File: config.mk
export PLATFORM = sky130hd
export DESIGN_NAME = modrm_ea_gen
export DESIGN_NICKNAME = d
export VERILOG_FILES = /design/src/rtl/eagen_pkg.sv /design/src/rtl/eagen_decode.sv /design/src/rtl/eagen_sum.sv /design/src/rtl/eagen_stage.sv /design/src/rtl/modrm_ea_gen.sv
export SDC_FILE = /design/constraint.sdc
export NUM_CORES = 1
export LEC_CHECK = 0
export ABC_CLOCK_PERIOD_IN_PS = 6000
export BUFFER_PORTS_ARGS = -buffer_cell sky130_fd_sc_hd__clkbuf_2
export CAP_MARGIN = 0
export CORE_ASPECT_RATIO = 0.6
export CORE_MARGIN = 2
export CORE_UTILIZATION = 49
export DETAILED_ROUTE_END_ITERATION = 12
export PLACE_DENSITY = 0.91
export SYNTH_ARGS = -nofsm -noshare
export SYNTH_HDL_FRONTEND = slang
export SYNTH_SLANG_ARGS = --single-unit
File: constraint.sdc
create_clock -name clk -period 6 [get_ports clk]
set_input_delay 0.6 -clock clk [delete_from_list [all_inputs] [get_ports clk]]
set_output_delay 0.6 -clock clk [all_outputs]
set_load 0.05 [all_outputs]
File: src/rtl/eagen_pkg.sv
package eagen_pkg;

   typedef enum logic [1:0] {
      CPU_LEGACY = 2'd0,
      CPU_COMPAT = 2'd1,
      CPU_LONG   = 2'd2,
      CPU_RSVD   = 2'd3
   } cpu_mode_e;

   typedef enum logic [1:0] {
      DSP_NONE  = 2'd0,
      DSP_SHORT = 2'd1,
      DSP_WIDE  = 2'd2
   } dsp_sel_e;

   typedef struct packed {
      logic       mem;
      logic       use_base;
      logic       use_index;
      logic [1:0] scale;
      dsp_sel_e   dsp;
      logic       ip_rel;
      logic       narrow;
   } ea_ctrl_t;

   localparam logic [1:0] MOD_NODISP = 2'b00;
   localparam logic [1:0] MOD_SHORT  = 2'b01;
   localparam logic [1:0] MOD_WIDE   = 2'b10;
   localparam logic [1:0] MOD_REG    = 2'b11;
   localparam logic [2:0] RM_HAS_SIB = 3'b100;
   localparam logic [2:0] RM_NOBASE  = 3'b101;
   localparam logic [2:0] SIB_NOIDX  = 3'b100;
   localparam logic [2:0] SIB_NOBASE = 3'b101;

endpackage

File: src/rtl/eagen_decode.sv
module eagen_decode
   import eagen_pkg::*;
(
   input  cpu_mode_e  mode,
   input  logic [7:0] modrm,
   input  logic [7:0] sib,
   output ea_ctrl_t   ctrl
);

   logic [1:0] mod_f;
   logic [2:0] rm_f;
   logic       long_m;

   assign mod_f  = modrm[7:6];
   assign rm_f   = modrm[2:0];
   assign long_m = (mode == CPU_LONG);

   always_comb begin
      ctrl           = '0;
      ctrl.dsp       = DSP_NONE;
      ctrl.narrow    = !long_m;
      ctrl.scale     = sib[7:6];
      if (mod_f != MOD_REG) begin
         ctrl.mem = 1'b1;
         case (mod_f)
            MOD_SHORT: ctrl.dsp = DSP_SHORT;
            MOD_WIDE:  ctrl.dsp = DSP_WIDE;
            default:   ctrl.dsp = DSP_NONE;
         endcase
         if (rm_f == RM_HAS_SIB) begin
            ctrl.use_index = (sib[5:3] != SIB_NOIDX);
            if (mod_f == MOD_NODISP && sib[2:0] == SIB_NOBASE) begin
               ctrl.use_base = 1'b0;
               ctrl.dsp      = DSP_WIDE;
            end else begin
               ctrl.use_base = 1'b1;
            end
         end else if (mod_f == MOD_NODISP && rm_f == RM_NOBASE) begin
            ctrl.use_base = 1'b0;
            ctrl.dsp      = DSP_WIDE;
            ctrl.ip_rel   = long_m;
         end else begin
            ctrl.use_base = 1'b1;
         end
      end
   end

endmodule

File: src/rtl/eagen_sum.sv
module eagen_sum
   import eagen_pkg::*;
#(
   parameter int AW = 64,
   parameter int DW = 32,
   parameter int SW = 8,
   parameter int NW = 32
) (
   input  ea_ctrl_t        ctrl,
   input  logic [DW-1:0]   disp,
   input  logic [AW-1:0]   base_val,
   input  logic [AW-1:0]   index_val,
   input  logic [AW-1:0]   next_ip,
   output logic [AW-1:0]   ea
);

   localparam int WIDE_PAD  = AW - DW;
   localparam int SHORT_PAD = AW - SW;

   logic [AW-1:0] d_short, d_wide, d_sel;
   logic [AW-1:0] base_op, idx_op, full;

   assign d_short = {{SHORT_PAD{disp[SW-1]}}, disp[SW-1:0]};
   assign d_wide  = {{WIDE_PAD{disp[DW-1]}}, disp};

   always_comb begin
      case (ctrl.dsp)
         DSP_SHORT: d_sel = d_short;
         DSP_WIDE:  d_sel = d_wide;
         default:   d_sel = '0;
      endcase
   end

   assign base_op = ctrl.ip_rel   ? next_ip :
                    ctrl.use_base ? base_val : '0;
   assign idx_op  = ctrl.use_index ? (index_val << ctrl.scale) : '0;
   assign full    = base_op + idx_op + d_sel;

   generate
      if (NW < AW) begin : g_narrow
         always_comb begin
            if (!ctrl.mem)       ea = '0;
            else if (ctrl.narrow) ea = {{(AW-NW){1'b0}}, full[NW-1:0]};
            else                 ea = full;
         end
      end else begin : g_full
         assign ea = ctrl.mem ? full : '0;
      end
   endgenerate

endmodule

File: src/rtl/eagen_stage.sv
module eagen_stage #(
   parameter int AW = 64
) (
   input  logic          clk,
   input  logic          rst_n,
   input  logic          in_valid,
   input  logic [AW-1:0] ea_d,
   input  logic          mem_d,
   input  logic          ip_rel_d,
   output logic          out_valid,
   output logic [AW-1:0] out_ea,
   output logic          out_mem,
   output logic          out_ip_rel
);

   always_ff @(posedge clk) begin
      if (!rst_n) begin
         out_valid  <= 1'b0;
         out_ea     <= '0;
         out_mem    <= 1'b0;
         out_ip_rel <= 1'b0;
      end else begin
         out_valid <= in_valid;
         if (in_valid) begin
            out_ea     <= ea_d;
            out_mem    <= mem_d;
            out_ip_rel <= ip_rel_d;
         end
      end
   end

endmodule

File: src/rtl/modrm_ea_gen.sv
module modrm_ea_gen
   import eagen_pkg::*;
#(
   parameter int AW = 64,
   parameter int DW = 32,
   parameter int SW = 8,
   parameter int NW = 32
) (
   input  logic          clk,
   input  logic          rst_n,
   input  logic          in_valid,
   input  logic [1:0]    mode,
   input  logic [7:0]    modrm,
   input  logic [7:0]    sib,
   input  logic [DW-1:0] disp,
   input  logic [AW-1:0] base_val,
   input  logic [AW-1:0] index_val,
   input  logic [AW-1:0] next_ip,
   output logic          out_valid,
   output logic [AW-1:0] out_ea,
   output logic          out_mem,
   output logic          out_ip_rel
);

   generate
      if (DW >= AW) begin : g_bad_dw
         $error("displacement width must be below address width");
      end
      if (SW >= DW || SW < 2) begin : g_bad_sw
         $error("short displacement width must lie in [2, DW)");
      end
      if (NW > AW || NW < 8) begin : g_bad_nw
         $error("narrow width must lie in [8, AW]");
      end
   endgenerate

   cpu_mode_e     mode_e;
   ea_ctrl_t      ctrl;
   logic [AW-1:0] ea_c;

   assign mode_e = cpu_mode_e'(mode);

   eagen_decode u_dec (
      .mode  (mode_e),
      .modrm (modrm),
      .sib   (sib),
      .ctrl  (ctrl)
   );

   eagen_sum #(.AW(AW), .DW(DW), .SW(SW), .NW(NW)) u_sum (
      .ctrl      (ctrl),
      .disp      (disp),
      .base_val  (base_val),
      .index_val (index_val),
      .next_ip   (next_ip),
      .ea        (ea_c)
   );

   eagen_stage #(.AW(AW)) u_stage (
      .clk        (clk),
      .rst_n      (rst_n),
      .in_valid   (in_valid),
      .ea_d       (ea_c),
      .mem_d      (ctrl.mem),
      .ip_rel_d   (ctrl.ip_rel),
      .out_valid  (out_valid),
      .out_ea     (out_ea),
      .out_mem    (out_mem),
      .out_ip_rel (out_ip_rel)
   );

endmodule

After elaboration in Yosys (flattened, before gate mapping)
Cells that the tools add are included.
{ "word_totals": {"register_bits": 67, "output_inout_bits": 67} }
{ "op_classes": {"n_addsub": 2, "eq_ne": 10, "shifts": 1, "muxes": 17, "reduce_logical": 3} }
{ "op_table": {"columns": ["op", "count"], "rows": [
  ["2-to-1 mux 64 bit", 5],
  ["adder 64 bit", 2],
  ["one-hot mux 64 bit (2 select lines)", 1],
  ["<< shifter 64 x 2 -> 64 bit", 1],
  ["== test 3 bit (second input constant)", 3],
  ["2-to-1 mux 3 bit", 3],
  ["== test 2 bit (second input constant)", 3],
  ["2-to-1 mux 1 bit", 5],
  ["== test 2 x 1 -> 1 bit (second input constant)", 2],
  ["2-to-1 mux 2 bit", 2],
  ["one-hot mux 2 bit (2 select lines)", 1],
  ["inequality test 3 bit (second input constant)", 1],
  ["logical AND 1 bit", 2],
  ["logical NOT 2 bit", 1],
  ["inequality test 2 bit (second input constant)", 1]
]} }

Longest topological paths before layout
Gate-level depths: netlist (run 1).
{ "logic_depth": {"word_depth": 11, "ltp_mapped": 20, "mapped_depth_nobuf": 19} }

Hierarchy
From an unflattened synthesis (run 1), not the netlist that was laid out.
{ "hier_totals": {"hier_cells": 1411, "area_unflattened_um2": 11333.4} }
{ "modules_own_cells": {"columns": ["module", "instances", "cells_per_inst", "area_per_inst_um2"], "rows": [
  ["eagen_sum", 1, 1179, 8662.1],
  ["eagen_stage", 1, 215, 2553.7],
  ["eagen_decode", 1, 17, 117.6]
]} }

Worst setup path before layout (run 1)
No wires, ideal clock.
{ "synth_path": {"path_kind": "input to register", "start": "input modrm[2]", "end": "register u_stage.out_ea[62]", "t_arrival_ns": 5.891, "setup_slack_ns": -0.017, "stages": 17, "path_cell_list": "nor4b_2 > o21ai_1 > a21oi_1 > a21oi_1 > fa_1 > inv_1 > ha_1 > clkbuf_1 > a21o_1 > a21o_1 > a21oi_1 > o21bai_1 > a221o_1 > a2bb2oi_1 > a211oi_1 > a41oi_1 > o21ai_1"} }
{ "synth_via": {"elab_chain_len": 11} }
{ "synth_lines": {"columns": ["item", "line_no", "rtl"], "rows": [
  ["start, declared", "modrm_ea_gen.sv:13", "input logic [7:0] modrm,"],
  ["== test 3 bit", "eagen_decode.sv:38", "end else if (mod_f == MOD_NODISP && rm_f == RM_NOBASE) begin"],
  ["logical AND 1 bit", "eagen_decode.sv:38", null],
  ["2-to-1 mux 1 bit", "eagen_decode.sv:38", null],
  ["2-to-1 mux 1 bit", "eagen_decode.sv:30", "if (rm_f == RM_HAS_SIB) begin"],
  ["2-to-1 mux 3 bit", "eagen_decode.sv:23", "if (mod_f != MOD_REG) begin"],
  ["2-to-1 mux 64 bit", "eagen_sum.sv:35", "ctrl.use_base ? base_val : '0;"],
  ["2-to-1 mux 64 bit", "eagen_sum.sv:34", "assign base_op = ctrl.ip_rel ? next_ip :"],
  ["adder 64 bit", "eagen_sum.sv:37", "assign full = base_op + idx_op + d_sel;"],
  ["adder 64 bit *", "eagen_sum.sv:37", null],
  ["2-to-1 mux 64 bit *", "eagen_sum.sv:43", "else if (ctrl.narrow) ea = {{(AW-NW){1'b0}}, full[NW-1:0]};"],
  ["2-to-1 mux 64 bit *", "eagen_sum.sv:42", "if (!ctrl.mem) ea = '0;"],
  ["end signal, assigned", "eagen_stage.sv:19", "out_ea <= '0;"],
  ["end signal, assigned", "eagen_stage.sv:25", "out_ea <= ea_d;"],
  ["end, declared", "eagen_stage.sv:11", "output logic [AW-1:0] out_ea,"]
]} }
Every way passes the cells marked *; elsewhere a longest branch is shown, timed or not.
A chain may end at the register's enable or synchronous reset.

Worst setup path after layout (run 1)
{ "layout_path": {"start": "input sib[2]", "end": "register u_stage.out_ea[57]"} }
{ "layout_via": {"elab_chain_len": 11} }
{ "layout_lines": {"columns": ["item", "line_no", "rtl"], "rows": [
  ["start, declared", "modrm_ea_gen.sv:14", "input logic [7:0] sib,"],
  ["== test 3 bit *", "eagen_decode.sv:32", "if (mod_f == MOD_NODISP && sib[2:0] == SIB_NOBASE) begin"],
  ["logical AND 1 bit *", "eagen_decode.sv:32", null],
  ["2-to-1 mux 1 bit", "eagen_decode.sv:32", null],
  ["2-to-1 mux 1 bit", "eagen_decode.sv:30", null],
  ["2-to-1 mux 3 bit", "eagen_decode.sv:23", null],
  ["2-to-1 mux 64 bit", "eagen_sum.sv:35", null],
  ["2-to-1 mux 64 bit", "eagen_sum.sv:34", null],
  ["adder 64 bit", "eagen_sum.sv:37", null],
  ["adder 64 bit *", "eagen_sum.sv:37", null],
  ["2-to-1 mux 64 bit *", "eagen_sum.sv:43", null],
  ["2-to-1 mux 64 bit *", "eagen_sum.sv:42", null]
]} }
Marks and branches as above.

==> results_dict.tcl, run 1 <==
set metrics [dict create \
    drt_drc_violations_left 0 \
    grt_pass1_vias 9828 \
    power.clock.fraction_pct 22.4 \
    worstPathArrival_ps 5350 \
    grt.total_usage_pct 30.4 \
    syn_nets 1596 \
    grt_pass1_wl_mm 51.8 \
    r2r_setup_slack_ps 5220 \
    insertedDiodeCount 0 \
    critical-path-top-cell-by-count "sky130_fd_sc_hd__fa_1" \
    design.portCount 312 \
    ys_dominant_reg_cell "sky130_fd_sc_hd__dfxtp_1" \
    worstPathRequired_ps 6230 \
    dieHeight_um 115 \
    worst_reg2reg_path_depth 3 \
    timing.hold.worst_endpoint "u_stage.out_ea[19]" \
    synthesis.instances 1225 \
    crit_chain "clkbuf_2 > nand2_1 > nor2_1 > o21ai_1 > and3_2 > a22oi_1 > fa_1 > inv_1 > ha_1 > fa_1 > a211o_1 > o211ai_2 > a211oi_2 > a41o_1 > a31oi_1 > o21a_1 > o21bai_1 > xor2_1 > a22o_1" \
    outcome "completed" \
    timing.clock.skew_ps 0 \
    report.final.slew_viol_count 0 \
    count_of_state_elements_after_synthesis 67 \
    cp_max_fo 32 \
    dp.final_hpwl_mm 27.8 \
    place_inst 1756 \
    switching_power_total_mw 1.00 \
    routed_wirelength_mm 33.4 \
    slew_headroom_pct 24.6 \
    critical-path-top-delay-family "compound AO/OA/AOI/OAI gates" \
    power.density_cell_area_nw_per_um2 184 \
    final_hold_viol_count 0 \
    design_internal_power_mw 1.23 \
    seqCellArea_um2 1340 \
    synth_area_leader_cell "sky130_fd_sc_hd__mux4_2" \
    netSwitchingFraction_pct 44.8 \
    timing.critical_path.slowest_stage_cell "sky130_fd_sc_hd__and3_2" \
    yosysUniqueCellTypes 68 \
    detailedPlace.worstSlack_ps 586 \
    synth.mux.area_fraction_pct 13.7 \
    ys_top_cells_by_area "sky130_fd_sc_hd__mux4_2, sky130_fd_sc_hd__dfxtp_1, sky130_fd_sc_hd__fa_1, sky130_fd_sc_hd__ha_1, sky130_fd_sc_hd__nand2_1" \
    synth-edff-count 0 \
    numCtsBuffers 9 \
    worst-setup-path-type "input pin to flop" \
    clockBufferDepth 2 \
    synth_top_family_by_area "compound AO/OA/AOI/OAI gates" \
    layout_worst_path_cycle_share_pct 85.3 \
    worstHoldPathCells 2 \
    drt-initial-drc-count 901 \
    cts_tree "built" \
    setup.worst_path.end_class "flop" \
    setup.worst_path.start "sib[2]" \
    p_leak_nw 5.97 \
    drv_cap 0 \
    post_drt_wl_per_cell_um 18.8 \
    synth_sequential_area_ratio_pct 13.3 \
    clkLatencyLatePin_ps 340 \
    ir_worst_vdd_mv 0.147 \
    antenna_violating_nets_post_route 0 \
    power.combinational.fraction_pct 55.4 \
    synth_simple_gate_area_share_pct 12.9 \
    num_vias 10400 \
    synth-adder-area-share_pct 20.4 \
    postSynthAreaPerCell_um2 8.24 \
    fmaxAchievable_mhz 195 \
    placement_rows 40 \
    first_pass_iters 5 \
    layoutNonFillerInstCount 1771 \
    areaGrowthSynthToFinish_pct 20.6 \
    yosys.area_share.xor_xnor_pct 5.03 \
    synth-async-reset-ratio_pct 0 \
    timing.hold.worst.start "u_stage.out_ea[19]" \
    tightest_slew_ps 1130 \
    globalRouteOverflowTotal 0 \
    setup_viol 0 \
    worst_slack_ps 882 \
    final.min_clock_period_ps 5120 \
    share_seq_of_total_power_pct 22.3 \
    critical_path_buf_inv_count 2 \
    coreArea_um2 20100 \
    yosysTopAreaCellShare_pct 13.4 \
    number_of_antenna_violations_at_the_first_check_in_global_routing 0 \
    yosysWarningCount 0 \
    synth-compound-area-share_pct 26.6 \
    fillers 1849 \
    portBuffers 308 \
    cts.repair_timing.setup_buffer_count 0 \
    via_per_inst 5.89 \
    design.die.area_um2 21800 \
    startpoint_type "input pin" \
    cts-hold-fix-buffers 0 \
    ctsHtreeMaxLevel 3 \
    slowest_delay_ps 760 \
    root_buffer "sky130_fd_sc_hd__clkbuf_16" \
    grt_setup_unrepaired "no" \
    initial_standard_cell_utilization_of_the_core_pct 50.2 \
    tns_ps 0 \
    gp_congestion 0.915 \
    cts_resized 0 \
    synthesis.area_um2 10100 \
    cts.clk_slew.worst_paths_ps 60 \
    largest_net_degree_at_the_start_of_global_routing 67 \
    critical_path.reg2reg.startpoint "u_stage.out_ea[60]" \
    worst_hold_path_type "flop to flop" \
    dieWidth_um 189 \
    cts_num_sinks 67 \
    proportion_of_layout_cells_with_a_drive_suffix_above_1_pct 29.1 \
    r2r-end "u_stage.out_ea[60]" \
    area_of_the_multi_input_gates_um2 7970 \
    finish.net_count 1865 \
]
[per-layer routing]
| metal | up-vias | track usage [%] | routed length (um) |
|---|---|---|---|
| met1 | 4938 | 44.7 | 15700 |
| met5 | - | 0 | 0 |
| met4 | 0 | 5.99 | 510 |
| li1 | 4937 | - | - |
| met2 | 520 | 46.6 | 14100 |
| met3 | 31 | 6.14 | 3080 |
[worst max-delay path by stage]
stage / endpoint / slack (ps) / cells past startpoint
6_report: u_stage.out_ea[57] / 880 / 19
3_3_place_gp: u_stage.out_ea[57] / 620 / 18
3_5_place_dp: u_stage.out_ea[57] / 590 / 19
4_1_cts: u_stage.out_ea[57] / 920 / 19
2_1_floorplan: u_stage.out_ea[62] / 1030 / 17
5_1_grt: u_stage.out_ea[57] / 600 / 19
[kinds of logic after synthesis]
family | after synthesis
buffers and inverters | 217
adder cells (fa/ha/maj) | 126
AND/OR/NAND/NOR | 295
flip-flops | 67
XOR/XNOR | 58
AO/OA/AOI/OAI | 399
multiplexers | 63
[placed cells by master, fill, tap and decap left out, types with 15 or more instances in the layout]
cell	count
sky130_fd_sc_hd__a22oi_1	66
sky130_fd_sc_hd__o21ai_1	15
sky130_fd_sc_hd__o21bai_1	20
sky130_fd_sc_hd__buf_4	22
sky130_fd_sc_hd__dfxtp_1	67
sky130_fd_sc_hd__nand2_1	181
sky130_fd_sc_hd__o21ai_0	66
sky130_fd_sc_hd__a22o_1	17
sky130_fd_sc_hd__xnor2_1	37
sky130_fd_sc_hd__clkbuf_2	307
sky130_fd_sc_hd__a21o_1	34
sky130_fd_sc_hd__ha_1	62
sky130_fd_sc_hd__fa_1	64
sky130_fd_sc_hd__nand4_1	16
sky130_fd_sc_hd__a21oi_1	104
sky130_fd_sc_hd__mux4_2	60
sky130_fd_sc_hd__nor2_1	36
sky130_fd_sc_hd__inv_1	145
sky130_fd_sc_hd__xor2_1	21
[registers in the layout, indices dropped and copies added (netlist names)]
register            cells
u_stage.out_mem         1
u_stage.out_ip_rel      1
u_stage.out_valid       1
u_stage.out_ea         64
[worst reg2reg max path: stages, from the launching register on]
cell	delay, ps
sky130_fd_sc_hd__dfxtp_1	330
sky130_fd_sc_hd__nand2_1	70
sky130_fd_sc_hd__o311a_1	170
sky130_fd_sc_hd__nand3_1	90
[area by class of cell]
class | count | area share (%)
clock buffer | 11 | 1.99
sequential | 67 | 11.0
timing repair buffer | 329 | 14.0
tap | 273 | 2.81
clock inverter | 4 | 0.226
inverter | 146 | 4.50
multi-input combinational | 941 | 65.5
[power by group through the flow]
stage / Clock (mW) / Combinational (mW) / Sequential (mW)
after floorplan: 0 / 0.750 / 0.619
after global placement: 0 / 1.19 / 0.505
after detailed placement: 0 / 1.22 / 0.506
after CTS: 0.511 / 1.22 / 0.497
after global routing: 0.530 / 1.35 / 0.501
final: 0.500 / 1.24 / 0.497
[cells in the mapped netlist (6+ instances only)]
cell type and n:
sky130_fd_sc_hd__a31oi_1 6, sky130_fd_sc_hd__a21o_1 34, sky130_fd_sc_hd__o21a_1 10, sky130_fd_sc_hd__a22o_1 17, sky130_fd_sc_hd__xor2_1 21, sky130_fd_sc_hd__o21ai_1 15
sky130_fd_sc_hd__nand2_1 181, sky130_fd_sc_hd__buf_1 8, sky130_fd_sc_hd__o21bai_1 20, sky130_fd_sc_hd__nand3_1 12, sky130_fd_sc_hd__o211ai_1 7, sky130_fd_sc_hd__a21oi_1 107
sky130_fd_sc_hd__dfxtp_1 67, sky130_fd_sc_hd__o21ai_0 66, sky130_fd_sc_hd__inv_1 145, sky130_fd_sc_hd__fa_1 64, sky130_fd_sc_hd__nor2_1 36, sky130_fd_sc_hd__ha_1 62
sky130_fd_sc_hd__clkbuf_1 58, sky130_fd_sc_hd__nor3_1 11, sky130_fd_sc_hd__mux4_2 60, sky130_fd_sc_hd__a22oi_1 66, sky130_fd_sc_hd__xnor2_1 37, sky130_fd_sc_hd__nand4_1 16
sky130_fd_sc_hd__and3_1 11
[stage by stage]
stage	power [mW]	hold WS [ps]	area [um^2]	utilization, %
2_1_floorplan	1.37	662	10100	-
3_3_place_gp	1.70	434	11900	59.2
3_5_place_dp	1.72	443	11900	59.2
4_1_cts	2.23	456	12200	60.5
5_1_grt	2.38	474	12200	60.5
6_report	2.23	453	12200	60.5
(Power assumes the default switching activity.)
==> inputs of run 2 (changes only) <==
Settings changed: CELL_PAD_IN_SITES_DETAIL_PLACEMENT set to 0, CELL_PAD_IN_SITES_GLOBAL_PLACEMENT set to 1, CORE_UTILIZATION 49 to 35, PLACE_DENSITY 0.91 to 0.9.
==> results_dict.tcl, run 2 (same netlist as run 1, synthesis figures left out) <==
set metrics [dict create \
    report.final.slew_viol_count 0 \
    worst-setup-path-type "input pin to flop" \
    largest_reg_flops 64 \
    globalRouteOverflowTotal 0 \
    critical-path-top-delay-family "compound AO/OA/AOI/OAI gates" \
    routed_wirelength_mm 35.8 \
    setup_viol 0 \
    largest_net_degree_at_the_start_of_global_routing 67 \
    outcome "completed" \
    timing.critical_path.slowest_stage_cell "sky130_fd_sc_hd__fa_1" \
    proportion_of_layout_cells_with_a_drive_suffix_above_1_pct 28.8 \
    via_per_inst 5.54 \
    dieHeight_um 136 \
    crit_chain "clkbuf_2 > nor4b_2 > o21ai_1 > a21oi_2 > buf_4 > a21oi_4 > fa_1 > inv_1 > ha_1 > a21o_1 > a21o_1 > a21oi_1 > o21bai_1 > a221o_1 > a2bb2oi_1 > nand3b_1 > xnor2_1 > o21ai_0" \
    mostFrequentLayoutCell "sky130_fd_sc_hd__clkbuf_2" \
    grt_pass1_vias 9836 \
    dieWidth_um 223 \
    gp_congestion 0.877 \
    grt.total_usage_pct 23.4 \
    placement_rows 48 \
    clockBufferDepth 2 \
    finish.net_count 1859 \
    coreArea_um2 28600 \
    worstPathArrival_ps 5210 \
    cp_max_fo 24 \
    grt_pass1_wl_mm 55.2 \
    setup.worst_path.end_class "flop" \
    drt_drc_violations_left 0 \
    cts_resized 0 \
    ctsHtreeMaxLevel 3 \
    layout_worst_path_cycle_share_pct 84.1 \
    areaGrowthSynthToFinish_pct 22.4 \
    power.density_cell_area_nw_per_um2 193 \
    numCtsBuffers 9 \
    slowest_delay_ps 540 \
    p_leak_nw 5.99 \
    number_of_antenna_violations_at_the_first_check_in_global_routing 0 \
    portBuffers 308 \
    cts.repair_timing.setup_buffer_count 0 \
    fmaxAchievable_mhz 198 \
    layout_common_cells "sky130_fd_sc_hd__clkbuf_2, sky130_fd_sc_hd__nand2_1, sky130_fd_sc_hd__inv_1, sky130_fd_sc_hd__a21oi_1, sky130_fd_sc_hd__dfxtp_1" \
    worst_hold_path_type "flop to flop" \
    dp.final_hpwl_mm 30.0 \
    antenna_violating_nets_post_route 0 \
    startpoint_type "input pin" \
    final.min_clock_period_ps 5040 \
    design.die.area_um2 30300 \
    critical-path-top-cell-by-count "sky130_fd_sc_hd__a21o_1" \
    final_hold_viol_count 0 \
    cts.clk_slew.worst_paths_ps 60 \
    initial_standard_cell_utilization_of_the_core_pct 35.3 \
    num_vias 10300 \
    largest-register "u_stage.out_ea" \
    critical_path_buf_inv_count 3 \
    cts_num_sinks 67 \
    timing.clock.skew_ps 0 \
    drv_cap 0 \
    power.total_mw 2.38 \
    worstPathRequired_ps 6170 \
    tightest_slew_ps 1170 \
    root_buffer "sky130_fd_sc_hd__clkbuf_16" \
    insertedDiodeCount 0 \
    final.hold.worst_slack_ps 451 \
    post_drt_wl_per_cell_um 19.2 \
    tns_ps 0 \
    design.portCount 312 \
    slew_headroom_pct 22.0 \
    clkLatencyLatePin_ps 340 \
    cts-hold-fix-buffers 0 \
    drt-initial-drc-count 768 \
    grt_setup_unrepaired "no" \
    first_pass_iters 5 \
    ir_worst_vdd_mv 0.162 \
    cts_tree "built" \
]
[run 2: cell count changes in the layout (fill, tap and decap cells not counted), sizes merged]
cell / delta
clkinv: -1
clkinvlp: -2
bufinv: +3
buf: -5
[run 2: worst paths after layout]
check,end,cells past startpoint,startpoint,slack (ps)
worst max-delay path,u_stage.out_ea[58],18,modrm[6],960
worst min-delay path,u_stage.out_ea[41],2,u_stage.out_ea[41],450
worst max register to register,u_stage.out_ea[60],3,u_stage.out_ea[60],5290
worst min register to register,u_stage.out_ea[41],2,u_stage.out_ea[41],450
[run 2: routing by layer]
metal	global-route usage (%)	up-vias	share of wire [%]
li1	-	4916	-
met1	36.7	4959	52
met2	34.0	445	41
met3	3.99	23	7.0
met4	3.26	2	0.80
met5	0	-	0.014
[run 2: layout make-up]
class	instances	area, um^2
Fill cell	2921	16200
Multi-Input combinational cell	941	7970
Timing Repair Buffer	323	1680
Sequential cell	67	1340
Inverter	146	548
Tap cell	375	469
Clock buffer	12	246
Clock inverter	4	97.6
[run 2: power breakdown]
| group | internal [mW] | switching [mW] |
|---|---|---|
| Combinational | 0.463 | 0.778 |
| Clock | 0.418 | 0.222 |
| Sequential | 0.479 | 0.0199 |
| Total | 1.36 | 1.02 |
[run 2: worst min-delay path: stages (launching register included)]
cell and delay [ps]:
sky130_fd_sc_hd__dfxtp_1 310, sky130_fd_sc_hd__nand2_1 50, sky130_fd_sc_hd__o21ai_1 50
[run 2: stage by stage]
| step | util [%] | std cells | setup WS (ps) | area [um^2] |
|---|---|---|---|---|
| floorplan | - | 1225 | 1030 | 10100 |
| global placement | 42.0 | 1852 | 748 | 12000 |
| detailed placement | 42.0 | 1852 | 683 | 12000 |
| CTS | 43.2 | 1868 | 1040 | 12400 |
| global route | 43.2 | 1868 | 660 | 12400 |
| finish | 43.2 | 1868 | 956 | 12400 |
